**src/rtl/clkgen_pkg.sv**
```systemverilog
package clkgen_pkg;
    typedef enum logic [1:0] {
        SRC_NONE  = 2'd0,
        SRC_PHASE = 2'd1,
        SRC_PLL   = 2'd2,
        SRC_REF   = 2'd3
    } src_e;

    typedef enum logic [1:0] {
        DRV_ON   = 2'd0,
        DRV_PARK = 2'd1,
        DRV_GND  = 2'd2,
        DRV_HIZ  = 2'd3
    } drv_e;

    localparam logic [1:0] MODE_PHASE = 2'b00;
    localparam logic [1:0] MODE_PLL   = 2'b01;
    localparam logic [1:0] MODE_REF   = 2'b11;
    localparam logic [1:0] MODE_HIZ   = 2'b10;
endpackage

```
**src/rtl/clkgen_sync_bank.sv**
```systemverilog
module clkgen_sync_bank #(
    parameter int WIDTH = 1
) (
    input  logic             clk,
    input  logic             rst_n,
    input  logic [WIDTH-1:0] async_in,
    output logic [WIDTH-1:0] sync_out
);
    for (genvar i = 0; i < WIDTH; i++) begin : g_bit
        logic meta_q, hold_q;
        always_ff @(posedge clk or negedge rst_n) begin
            if (!rst_n) begin
                meta_q <= 1'b0;
                hold_q <= 1'b0;
            end else begin
                meta_q <= async_in[i];
                hold_q <= meta_q;
            end
        end
        assign sync_out[i] = hold_q;
    end
endmodule

```
**src/rtl/clkgen_stop_guard.sv**
```systemverilog
module clkgen_stop_guard #(
    parameter int MIN_ON_CYC   = 13,
    parameter int MAX_STOP_CYC = 12500
) (
    input  logic clk,
    input  logic rst_n,
    input  logic pwr_on,
    input  logic stop_n,
    output logic err_min_on,
    output logic err_max_stop
);
    localparam int ON_W = $clog2(MIN_ON_CYC + 1);
    localparam int ST_W = $clog2(MAX_STOP_CYC + 1);

    typedef struct packed {
        logic [ON_W-1:0] on_cnt;
        logic [ST_W-1:0] stop_cnt;
        logic            stopped;
        logic            e_min;
        logic            e_max;
    } guard_t;

    guard_t g_d, g_q;

    always_comb begin
        g_d = g_q;
        if (!pwr_on) begin
            g_d.on_cnt   = ON_W'(MIN_ON_CYC);
            g_d.stop_cnt = '0;
            g_d.stopped  = 1'b0;
        end else if (!stop_n) begin
            g_d.stopped = 1'b1;
            g_d.on_cnt  = '0;
            if (!g_q.stopped && (g_q.on_cnt < ON_W'(MIN_ON_CYC)))
                g_d.e_min = 1'b1;
            if (g_q.stop_cnt == ST_W'(MAX_STOP_CYC))
                g_d.e_max = 1'b1;
            else
                g_d.stop_cnt = g_q.stop_cnt + ST_W'(1);
        end else begin
            g_d.stopped  = 1'b0;
            g_d.stop_cnt = '0;
            if (g_q.on_cnt < ON_W'(MIN_ON_CYC))
                g_d.on_cnt = g_q.on_cnt + ON_W'(1);
        end
    end

    always_ff @(posedge clk or negedge rst_n) begin
        if (!rst_n) begin
            g_q          <= '0;
            g_q.on_cnt   <= ON_W'(MIN_ON_CYC);
        end else begin
            g_q <= g_d;
        end
    end

    assign err_min_on   = g_q.e_min;
    assign err_max_stop = g_q.e_max;
endmodule

```
**src/rtl/clkgen_settle_track.sv**
```systemverilog
module clkgen_settle_track #(
    parameter int SETTLE_EDGES = 20
) (
    input  logic clk,
    input  logic rst_n,
    input  logic run,
    input  logic mon_clk,
    output logic settled
);
    localparam int CW = $clog2(SETTLE_EDGES + 1);

    typedef struct packed {
        logic [CW-1:0] cnt;
        logic          prev;
        logic          done;
    } settle_t;

    settle_t s_d, s_q;

    always_comb begin
        s_d      = s_q;
        s_d.prev = mon_clk;
        if (!run) begin
            s_d.cnt  = '0;
            s_d.done = 1'b0;
        end else if (!s_q.done && mon_clk && !s_q.prev) begin
            s_d.cnt = s_q.cnt + CW'(1);
            if (s_q.cnt == CW'(SETTLE_EDGES - 1))
                s_d.done = 1'b1;
        end
    end

    always_ff @(posedge clk or negedge rst_n) begin
        if (!rst_n) s_q <= '0;
        else        s_q <= s_d;
    end

    assign settled = s_q.done;
endmodule

```
**src/rtl/clkgen_mode_ctrl.sv**
```systemverilog
module clkgen_mode_ctrl
    import clkgen_pkg::*;
#(
    parameter int CYC_PER_US   = 125,
    parameter int MIN_ON_NS    = 100,
    parameter int MAX_STOP_US  = 100,
    parameter int SETTLE_EDGES = 20
) (
    input  logic       clk,
    input  logic       rst_n,
    input  logic       pwr_dn_n,
    input  logic       clk_stop_n,
    input  logic [1:0] mode_sel,
    input  logic [1:0] mult_sel,
    input  logic       out_clk_mon,
    output logic [1:0] src_sel,
    output logic [1:0] drv_state,
    output logic [3:0] fb_div,
    output logic [1:0] pre_div,
    output logic       settled,
    output logic       err_min_on,
    output logic       err_max_stop,
    output logic       err_mult_test
);
    localparam int MIN_ON_RAW   = (MIN_ON_NS * CYC_PER_US + 999) / 1000;
    localparam int MIN_ON_CYC   = (MIN_ON_RAW < 1) ? 1 : MIN_ON_RAW;
    localparam int MAX_STOP_CYC = MAX_STOP_US * CYC_PER_US;
    localparam int SYNC_W       = 7;

    logic [SYNC_W-1:0] raw_in, syn;
    logic       s_pwr, s_stop_n, s_mon;
    logic [1:0] s_mode, s_mult;

    assign raw_in = {out_clk_mon, mult_sel, mode_sel, clk_stop_n, pwr_dn_n};

    clkgen_sync_bank #(.WIDTH(SYNC_W)) u_sync (
        .clk      (clk),
        .rst_n    (rst_n),
        .async_in (raw_in),
        .sync_out (syn)
    );

    assign s_pwr    = syn[0];
    assign s_stop_n = syn[1];
    assign s_mode   = syn[3:2];
    assign s_mult   = syn[5:4];
    assign s_mon    = syn[6];

    typedef struct packed {
        src_e       src;
        drv_e       drv;
        logic [3:0] fb;
        logic [1:0] pre;
        logic [1:0] prev_mode;
        logic [1:0] prev_mult;
        logic       e_mult;
    } ctrl_t;

    ctrl_t c_d, c_q;

    always_comb begin
        c_d           = c_q;
        c_d.prev_mode = s_mode;
        c_d.prev_mult = s_mult;

        unique case (s_mode)
            MODE_PHASE: c_d.src = SRC_PHASE;
            MODE_PLL:   c_d.src = SRC_PLL;
            MODE_REF:   c_d.src = SRC_REF;
            default:    c_d.src = SRC_NONE;
        endcase

        if (!s_pwr) begin
            c_d.src = SRC_NONE;
            c_d.drv = DRV_GND;
        end else if (!s_stop_n) begin
            c_d.drv = DRV_PARK;
        end else if (s_mode == MODE_HIZ) begin
            c_d.drv = DRV_HIZ;
        end else begin
            c_d.drv = DRV_ON;
        end

        unique case (s_mult)
            2'b00:   begin c_d.fb = 4'd4; c_d.pre = 2'd1; end
            2'b10:   begin c_d.fb = 4'd6; c_d.pre = 2'd1; end
            2'b11:   begin c_d.fb = 4'd8; c_d.pre = 2'd1; end
            default: begin c_d.fb = 4'd8; c_d.pre = 2'd3; end
        endcase

        if ((s_mode == MODE_REF) && (c_q.prev_mode == MODE_REF)
            && (s_mult != c_q.prev_mult))
            c_d.e_mult = 1'b1;
    end

    always_ff @(posedge clk or negedge rst_n) begin
        if (!rst_n) begin
            c_q     <= '0;
            c_q.src <= SRC_NONE;
            c_q.drv <= DRV_GND;
            c_q.fb  <= 4'd4;
            c_q.pre <= 2'd1;
        end else begin
            c_q <= c_d;
        end
    end

    clkgen_stop_guard #(
        .MIN_ON_CYC   (MIN_ON_CYC),
        .MAX_STOP_CYC (MAX_STOP_CYC)
    ) u_guard (
        .clk          (clk),
        .rst_n        (rst_n),
        .pwr_on       (s_pwr),
        .stop_n       (s_stop_n),
        .err_min_on   (err_min_on),
        .err_max_stop (err_max_stop)
    );

    clkgen_settle_track #(.SETTLE_EDGES(SETTLE_EDGES)) u_settle (
        .clk     (clk),
        .rst_n   (rst_n),
        .run     (s_pwr & s_stop_n),
        .mon_clk (s_mon),
        .settled (settled)
    );

    assign src_sel       = c_q.src;
    assign drv_state     = c_q.drv;
    assign fb_div        = c_q.fb;
    assign pre_div       = c_q.pre;
    assign err_mult_test = c_q.e_mult;
endmodule

```
**config.mk**
```make
export PLATFORM = sky130hd
export DESIGN_NAME = clkgen_mode_ctrl
export DESIGN_NICKNAME = d
export VERILOG_FILES = /design/src/rtl/clkgen_pkg.sv /design/src/rtl/clkgen_sync_bank.sv /design/src/rtl/clkgen_stop_guard.sv /design/src/rtl/clkgen_settle_track.sv /design/src/rtl/clkgen_mode_ctrl.sv
export SDC_FILE = /design/constraint.sdc
export NUM_CORES = 1
export LEC_CHECK = 0
export ABC_AREA = 1
export BUFFER_PORTS_ARGS = -buffer_cell sky130_fd_sc_hd__buf_2
export CORE_MARGIN = 2
export CORE_UTILIZATION = 35
export DETAILED_ROUTE_END_ITERATION = 7
export GPL_ROUTABILITY_DRIVEN = 0
export GPL_TIMING_DRIVEN = 1
export SLEW_MARGIN = 30
export SYNTH_ARGS = -nofsm -noshare
export SYNTH_HDL_FRONTEND = slang
export SYNTH_SLANG_ARGS = --single-unit
```
**constraint.sdc**
```tcl
create_clock -name clk -period 2.2 [get_ports clk]
set_input_delay 0.22 -clock clk [delete_from_list [all_inputs] [get_ports clk]]
set_output_delay 0.22 -clock clk [all_outputs]
set_load 0.01 [all_outputs]
```
==> summary.txt, run 1 <==
Status - completed
Area leader, netlist - dfrtp_1
Synth cell count leaders - 50 x dfrtp_1, 41 x nand2_1, 30 x nor2_1
Port bufs - 20
P_leak - 1.255 nW
Clock power frac - 36.5%
Initial Util - 36.70%
Pwr/cell area - 707.0 nW/um^2
Ys async rst share - 100.0%
CTS Sinks - 55
Psw - 0.0004405 W
Via/cell ratio - 4.669
P_int - 0.001457 W
Cell with the most instances on the worst path - nor2_1
CTS Root Cell - clkbuf_8
Net Sw Frac - 23.22%
Post-CTS sizing - 0
Routed WL per cell - 11.73 microns
Largest net degree at the start of global routing - 29
Iter 0 DRT Violations - 98
Worst-skew pair later-pin latency - 310 ps
DR DRC count - 0
Final cycle utilization of the critical path - 69.30%
Maximum vdd drop - 442.9 uV
Placed Instance Area - 2495 sq um
Final Hold Vio Count - 0
Final ANT Viol Nets - 0
CTS Buffer Depth - 2
Design area - 2684 sq um
Rows - 29
Worst Hold Class - primary input to flop
Critical Path AT - 1760 ps
Syn-to-layout area delta - 13.85%
Vias in the first global route - 1536
Core area - 6422 sq um
Unique cell type count in the Yosys netlist - 29
Die area - 7407 sq um
Max incr delay on CP - 580 ps
Cells after Synth - 242
Final setup viols - 0
Pwr Total - 0.001898 W
CTS tree - built
Chip Width - 86.07 microns
Final core occ - 41.79%
Worst path cell trace - inv_1 > ha_1 > nand3b_1 > nor2_1 > nor2_1 > a22oi_1
Flops & latches, synth - 55
Max-slew violations - 0
Cts bufs inserted - 5
Total grt overflow - 0
Largest cells by area after synthesis - dfrtp_1 53%, nand2_1 6.5%, dfstp_2 5.6%
Setup crit start kind - flop
Post-Route WL - 4.034 mm
Post-layout min period - 1525 ps
H-tree depth - 2
Most numerous cell in the Yosys netlist - dfrtp_1
Reg clk slew, reported paths - 100 ps
Seq pwr share - 57.0%
Max cap viols - 0
Vias post-DR - 1606
Combinational share of power - 6.5%
Post-CTS Hold Buffers - 5
Syn_nets - 258
Post-Synthesis Cell Area - 2357 sq um
ANT cells - 0
Share of the synthesized area in the top cell type - 53.08%
Clk_skew - 7.926 ps
Critical path class - flop to flop
RSZ-0062 raised after global routing - false
Iteration count of the initial detailed-routing pass - 4
Die Height - 86.07 microns
Critical-path maximum fanout - 4
Share of layout cells above drive strength 1 - 18.35%
Setup Buffers After CTS - 0
Syn_area_per_cell - 9.741 sq um
First-pass GRT wire length - 7.003 mm
Rel. slew slack - 58.02%
Slowest CP cell - dfstp_2
Setup crit end kind - flop
Number of flops mapped to enable cells by yosys - 0
Seq/Total Area, Yosys - 58.65%
Nets - 282
All-Layer GR Usage - 12.11%
Required time worst endpoint - 2440 ps
Ports - 23
Ys flop type - dfrtp_1
F_max - 655.9 MHz
Initial antenna violation count - 0
Post-DP HPWL - 2.874 mm
Worst-margin pin slew - 629.7 ps
Yosys warns - 0
TNS Setup - 0 ps
==> metrics by stage <==
step | hold WS [ps] | cells | worst slack [ps]
floorplan | -75.59 | 242 | 825.4
detailed placement | 279.1 | 329 | 702.0
finish | 24.55 | 344 | 675.3
global placement | 287.5 | 329 | 751.3
global route | 20.67 | 344 | 499.9
CTS | 0.4846 | 342 | 667.6
==> critical path, delay by kind of cell (launching register included) <==
family | cells | cell delay, ps
flops | 1 | 580
simple gates | 3 | 470
fa+ha+maj | 1 | 190
compound gates | 1 | 150
buf+inv | 1 | 70
==> per-layer routing <==
metal  wire, microns  part of all wire (%)  track usage [%]  vias up
met5               0                     0                0        -
met4              60                   1.5            4.762        0
met3             155                   3.8            3.176        7
met2            1904                    47            18.82       26
met1            1914                    47            16.17      761
li1                -                     -                -      812
==> worst paths after layout <==
kind | slack (ps) | cells after the start | start | end
max | 680 | 6 | u_guard.g_q[17] | u_guard.g_q[17]
min | 20 | 1 | out_clk_mon | u_sync.g_bit[6].meta_q
max reg2reg | 680 | 6 | u_guard.g_q[17] | u_guard.g_q[17]
min reg2reg | 360 | 0 | u_sync.g_bit[6].meta_q | u_sync.g_bit[6].hold_q
max in group asynchronous | 1100 | 3 | rst_n | drv_state[1]
min in group asynchronous | 470 | 2 | rst_n | c_q[3]
==> sequential cells by signal, indices dropped and copies added, names as in the netlist, 2 cells and up <==
register             cells
src_sel                  2
drv_state                2
c_q                      4
u_sync.g_bit.meta_q      7
fb_div                   3
u_settle.s_q             6
u_guard.g_q             19
u_sync.g_bit.hold_q      7
==> cells by family after synthesis <==
| kind of cell | Yosys count | share of synthesized area (%) |
|---|---|---|
| and+or+nand+nor | 116 | 23.09 |
| DFF | 55 | 58.65 |
| buffers and inverters | 37 | 7.537 |
| AOI/OAI and AO/OA | 19 | 4.459 |
| adders and majority gates | 7 | 3.715 |
| xor gates and xnor gates | 6 | 2.230 |
| other | 2 | 0.3186 |
==> power groups by stage <==
stage	clock, W	combinational (W)	sequential [W]
3_5_place_dp	0	0.000115	0.00110
2_1_floorplan	0	0.0000744	0.00110
3_3_place_gp	0	0.000114	0.00110
4_1_cts	0.000717	0.000123	0.00108
6_report	0.000693	0.000123	0.00108
5_1_grt	0.000763	0.000142	0.00109
==> layout make-up <==
class                      count  area (sq um)
tap                           77         96.34
clock inverter                 3         50.05
inverter                      26         98.84
clock buffer                   5         68.82
timing repair buffer          28         190.2
fill                         616          3739
multi-input combinational    150         797.0
sequential                    55          1383
==> layout by cell type (no fill, tap or decap), types with 2 or more instances in the layout <==
cell type,n
nand3b_1,3
or2_2,2
buf_2,20
nand2_2,3
dlygate4sd3_1,7
inv_1,23
inv_2,2
a21oi_1,7
nand3_1,19
nor2_1,30
nand3_2,2
nor2_2,2
conb_1,2
xor2_1,3
ha_1,7
dfstp_2,5
clkbuf_8,5
nand2_1,41
nand4_1,9
dfrtp_1,50
o21ai_0,8
xnor2_1,3
nor3_1,3
(Power assumes the default switching activity.)
==> run 2, diff against run 1 <==
==> constraint.sdc (replaced) <==
create_clock -name clk -period 1.3 [get_ports clk]
set_input_delay 0.13 -clock clk [delete_from_list [all_inputs] [get_ports clk]]
set_output_delay 0.13 -clock clk [all_outputs]
set_load 0.01 [all_outputs]
==> summary.txt, run 2 (synthesis results as in run 1) <==
Status - finished, violations left
Failing checks - setup timing
Final ANT Viol Nets - 0
Post-DP HPWL - 2.897 mm
Worst-skew pair later-pin latency - 310 ps
ANT cells - 0
RR Startpoint - u_guard.g_q[17]
F_max - 738.8 MHz
CTS Root Cell - clkbuf_8
Iteration count of the initial detailed-routing pass - 4
Die area - 7407 sq um
Busiest grt layer - met2
Critical Path AT - 1590 ps
Largest register by flop count - u_guard.g_q
Design area - 2952 sq um
Largest registers - u_guard.g_q (19), u_sync.g_bit.hold_q (7), u_sync.g_bit.meta_q (7)
Vias in the first global route - 1620
Pwr Total - 0.003088 W
GR Util met1 - 17.22%
Via/cell ratio - 4.670
Min Hold Slack - 329.5 ps
Max incr delay on CP - 550 ps
Setup WS post-layout - -53.61 ps
Final cycle utilization of the critical path - 104.1%
Slowest CP cell - dfstp_2
Die Height - 86.07 microns
Pwr/cell area - 1046 nW/um^2
Syn-to-layout area delta - 25.21%
Rows - 29
Setup crit start kind - flop
Most frequent cells in the layout - 46 x dfrtp_1, 39 x nand2_1, 25 x nor2_1
Core area - 6422 sq um
Port bufs - 20
Met3 usage - 3.272%
CTS Sinks - 55
Critical path class - flop to flop
CTS tree - built
Initial Util - 36.70%
Final Hold Vio Count - 0
H-tree depth - 2
Worst Hold Class - primary input to asynchronous set/reset pin
Nets - 308
Iter 0 DRT Violations - 87
Maximum vdd drop - 514.4 uV
Clk_skew - 8.195 ps
Largest net degree at the start of global routing - 56
Required time worst endpoint - 1540 ps
Total grt overflow - 0
Chip Width - 86.07 microns
Reg clk slew, reported paths - 100 ps
Cts bufs inserted - 5
Commonest non-fill, non-tap cell in the layout - dfrtp_1
CTS Buffer Depth - 2
RSZ-0062 raised after global routing - true
Share of layout cells above drive strength 1 - 31.74%
Setup crit end kind - flop
All-Layer GR Usage - 12.90%
Post-Route WL - 4.365 mm
Worst path cell trace - inv_2 > ha_4 > nand3b_1 > nor2_2 > nor2_2 > a22oi_1
GRT met2 Usage - 20.08%
Max-slew violations - 0
Post-layout min period - 1354 ps
First-pass GRT wire length - 7.514 mm
Max reg flops - 19
Vias post-DR - 1728
Worst Setup SP - u_guard.g_q[17]
Cell with the most instances on the worst path - nor2_2
Placed Instance Area - 2638 sq um
Initial antenna violation count - 0
Ports - 23
P_leak - 1.365 nW
Critical-path maximum fanout - 3
DR DRC count - 0
Final setup viols - 3
Max cap viols - 0
Routed WL per cell - 11.80 microns
==> run 2: cell count changes in the layout (fill, tap and decap cells not counted), sizes merged <==
cell | before | now
dlygate4sd3 | 7 | 8
clkbuf | 5 | 6
clkinvlp | 0 | 1
inv | 27 | 26
buf | 21 | 46
bufinv | 1 | 0
==> run 2: final timing paths <==
path | end | slack [ps] | cells past startpoint
worst max-delay path | u_guard.g_q[17] | -50 | 6
worst min-delay path | drv_state[0] | 330 | 3
worst max register to register | u_guard.g_q[17] | -50 | 6
worst min register to register | u_sync.g_bit[3].hold_q | 360 | 0
max in group asynchronous | fb_div[2] | 680 | 3
min in group clk | u_sync.g_bit[3].hold_q | 360 | 0
==> run 2: where the power goes <==
part	total, W	leakage [nW]	switching, W	internal, W
logic	0.000302	0.642	0.000155	0.000148
registers	0.00183	0.681	0.0000403	0.00179
clock network	0.000959	0.0418	0.000570	0.000388
==> run 2: routing by layer <==
metal / vias up / routed length, microns
met5: - / 0
met4: 0 / 74
met3: 6 / 152
met2: 27 / 2108
met1: 832 / 2029
li1: 863 / -
==> run 2: worst max-delay path, delay by kind of cell (launching register included) <==
| family | cells | cell delay [ps] |
|---|---|---|
| AO/OA/AOI/OAI | 1 | 140 |
| adder cells (fa/ha/maj) | 1 | 140 |
| buffers and inverters | 1 | 50 |
| flip-flops | 1 | 550 |
| AND/OR/NAND/NOR | 3 | 400 |
==> run 2: cell type report <==
class | instances | area [sq um]
Sequential cell | 55 | 1388
Clock buffer | 6 | 72.57
Tap cell | 77 | 96.34
Multi-Input combinational cell | 150 | 872.1
Fill cell | 599 | 3471
Timing Repair Buffer | 54 | 407.9
Inverter | 26 | 98.84
Clock inverter | 2 | 16.27
==> run 2: timing repair <==
item / in CTS / in global routing
endpoints found under the setup margin: 6 / 18
hold buffers: 8 / 0
setup buffers: 6 / 2
resized for setup: 6 / 20
pin swaps: 9 / 8
endpoints found under the hold margin: 57 / 0
==> run 2: per-stage QoR <==
| stage | setup TNS, ps | std cells | util [%] | setup slack [ps] |
|---|---|---|---|---|
| 6_report | -139.9 | 370 | 45.96 | -53.61 |
| 5_1_grt | -498.1 | 370 | 45.96 | -103.2 |
| 4_1_cts | -137.9 | 368 | 44.83 | -76.07 |
| 3_5_place_dp | -201.8 | 346 | 41.07 | -108.9 |
| 3_3_place_gp | -72.10 | 346 | 41.07 | -65.95 |
| 2_1_floorplan | -52.46 | 242 | - | -52.46 |
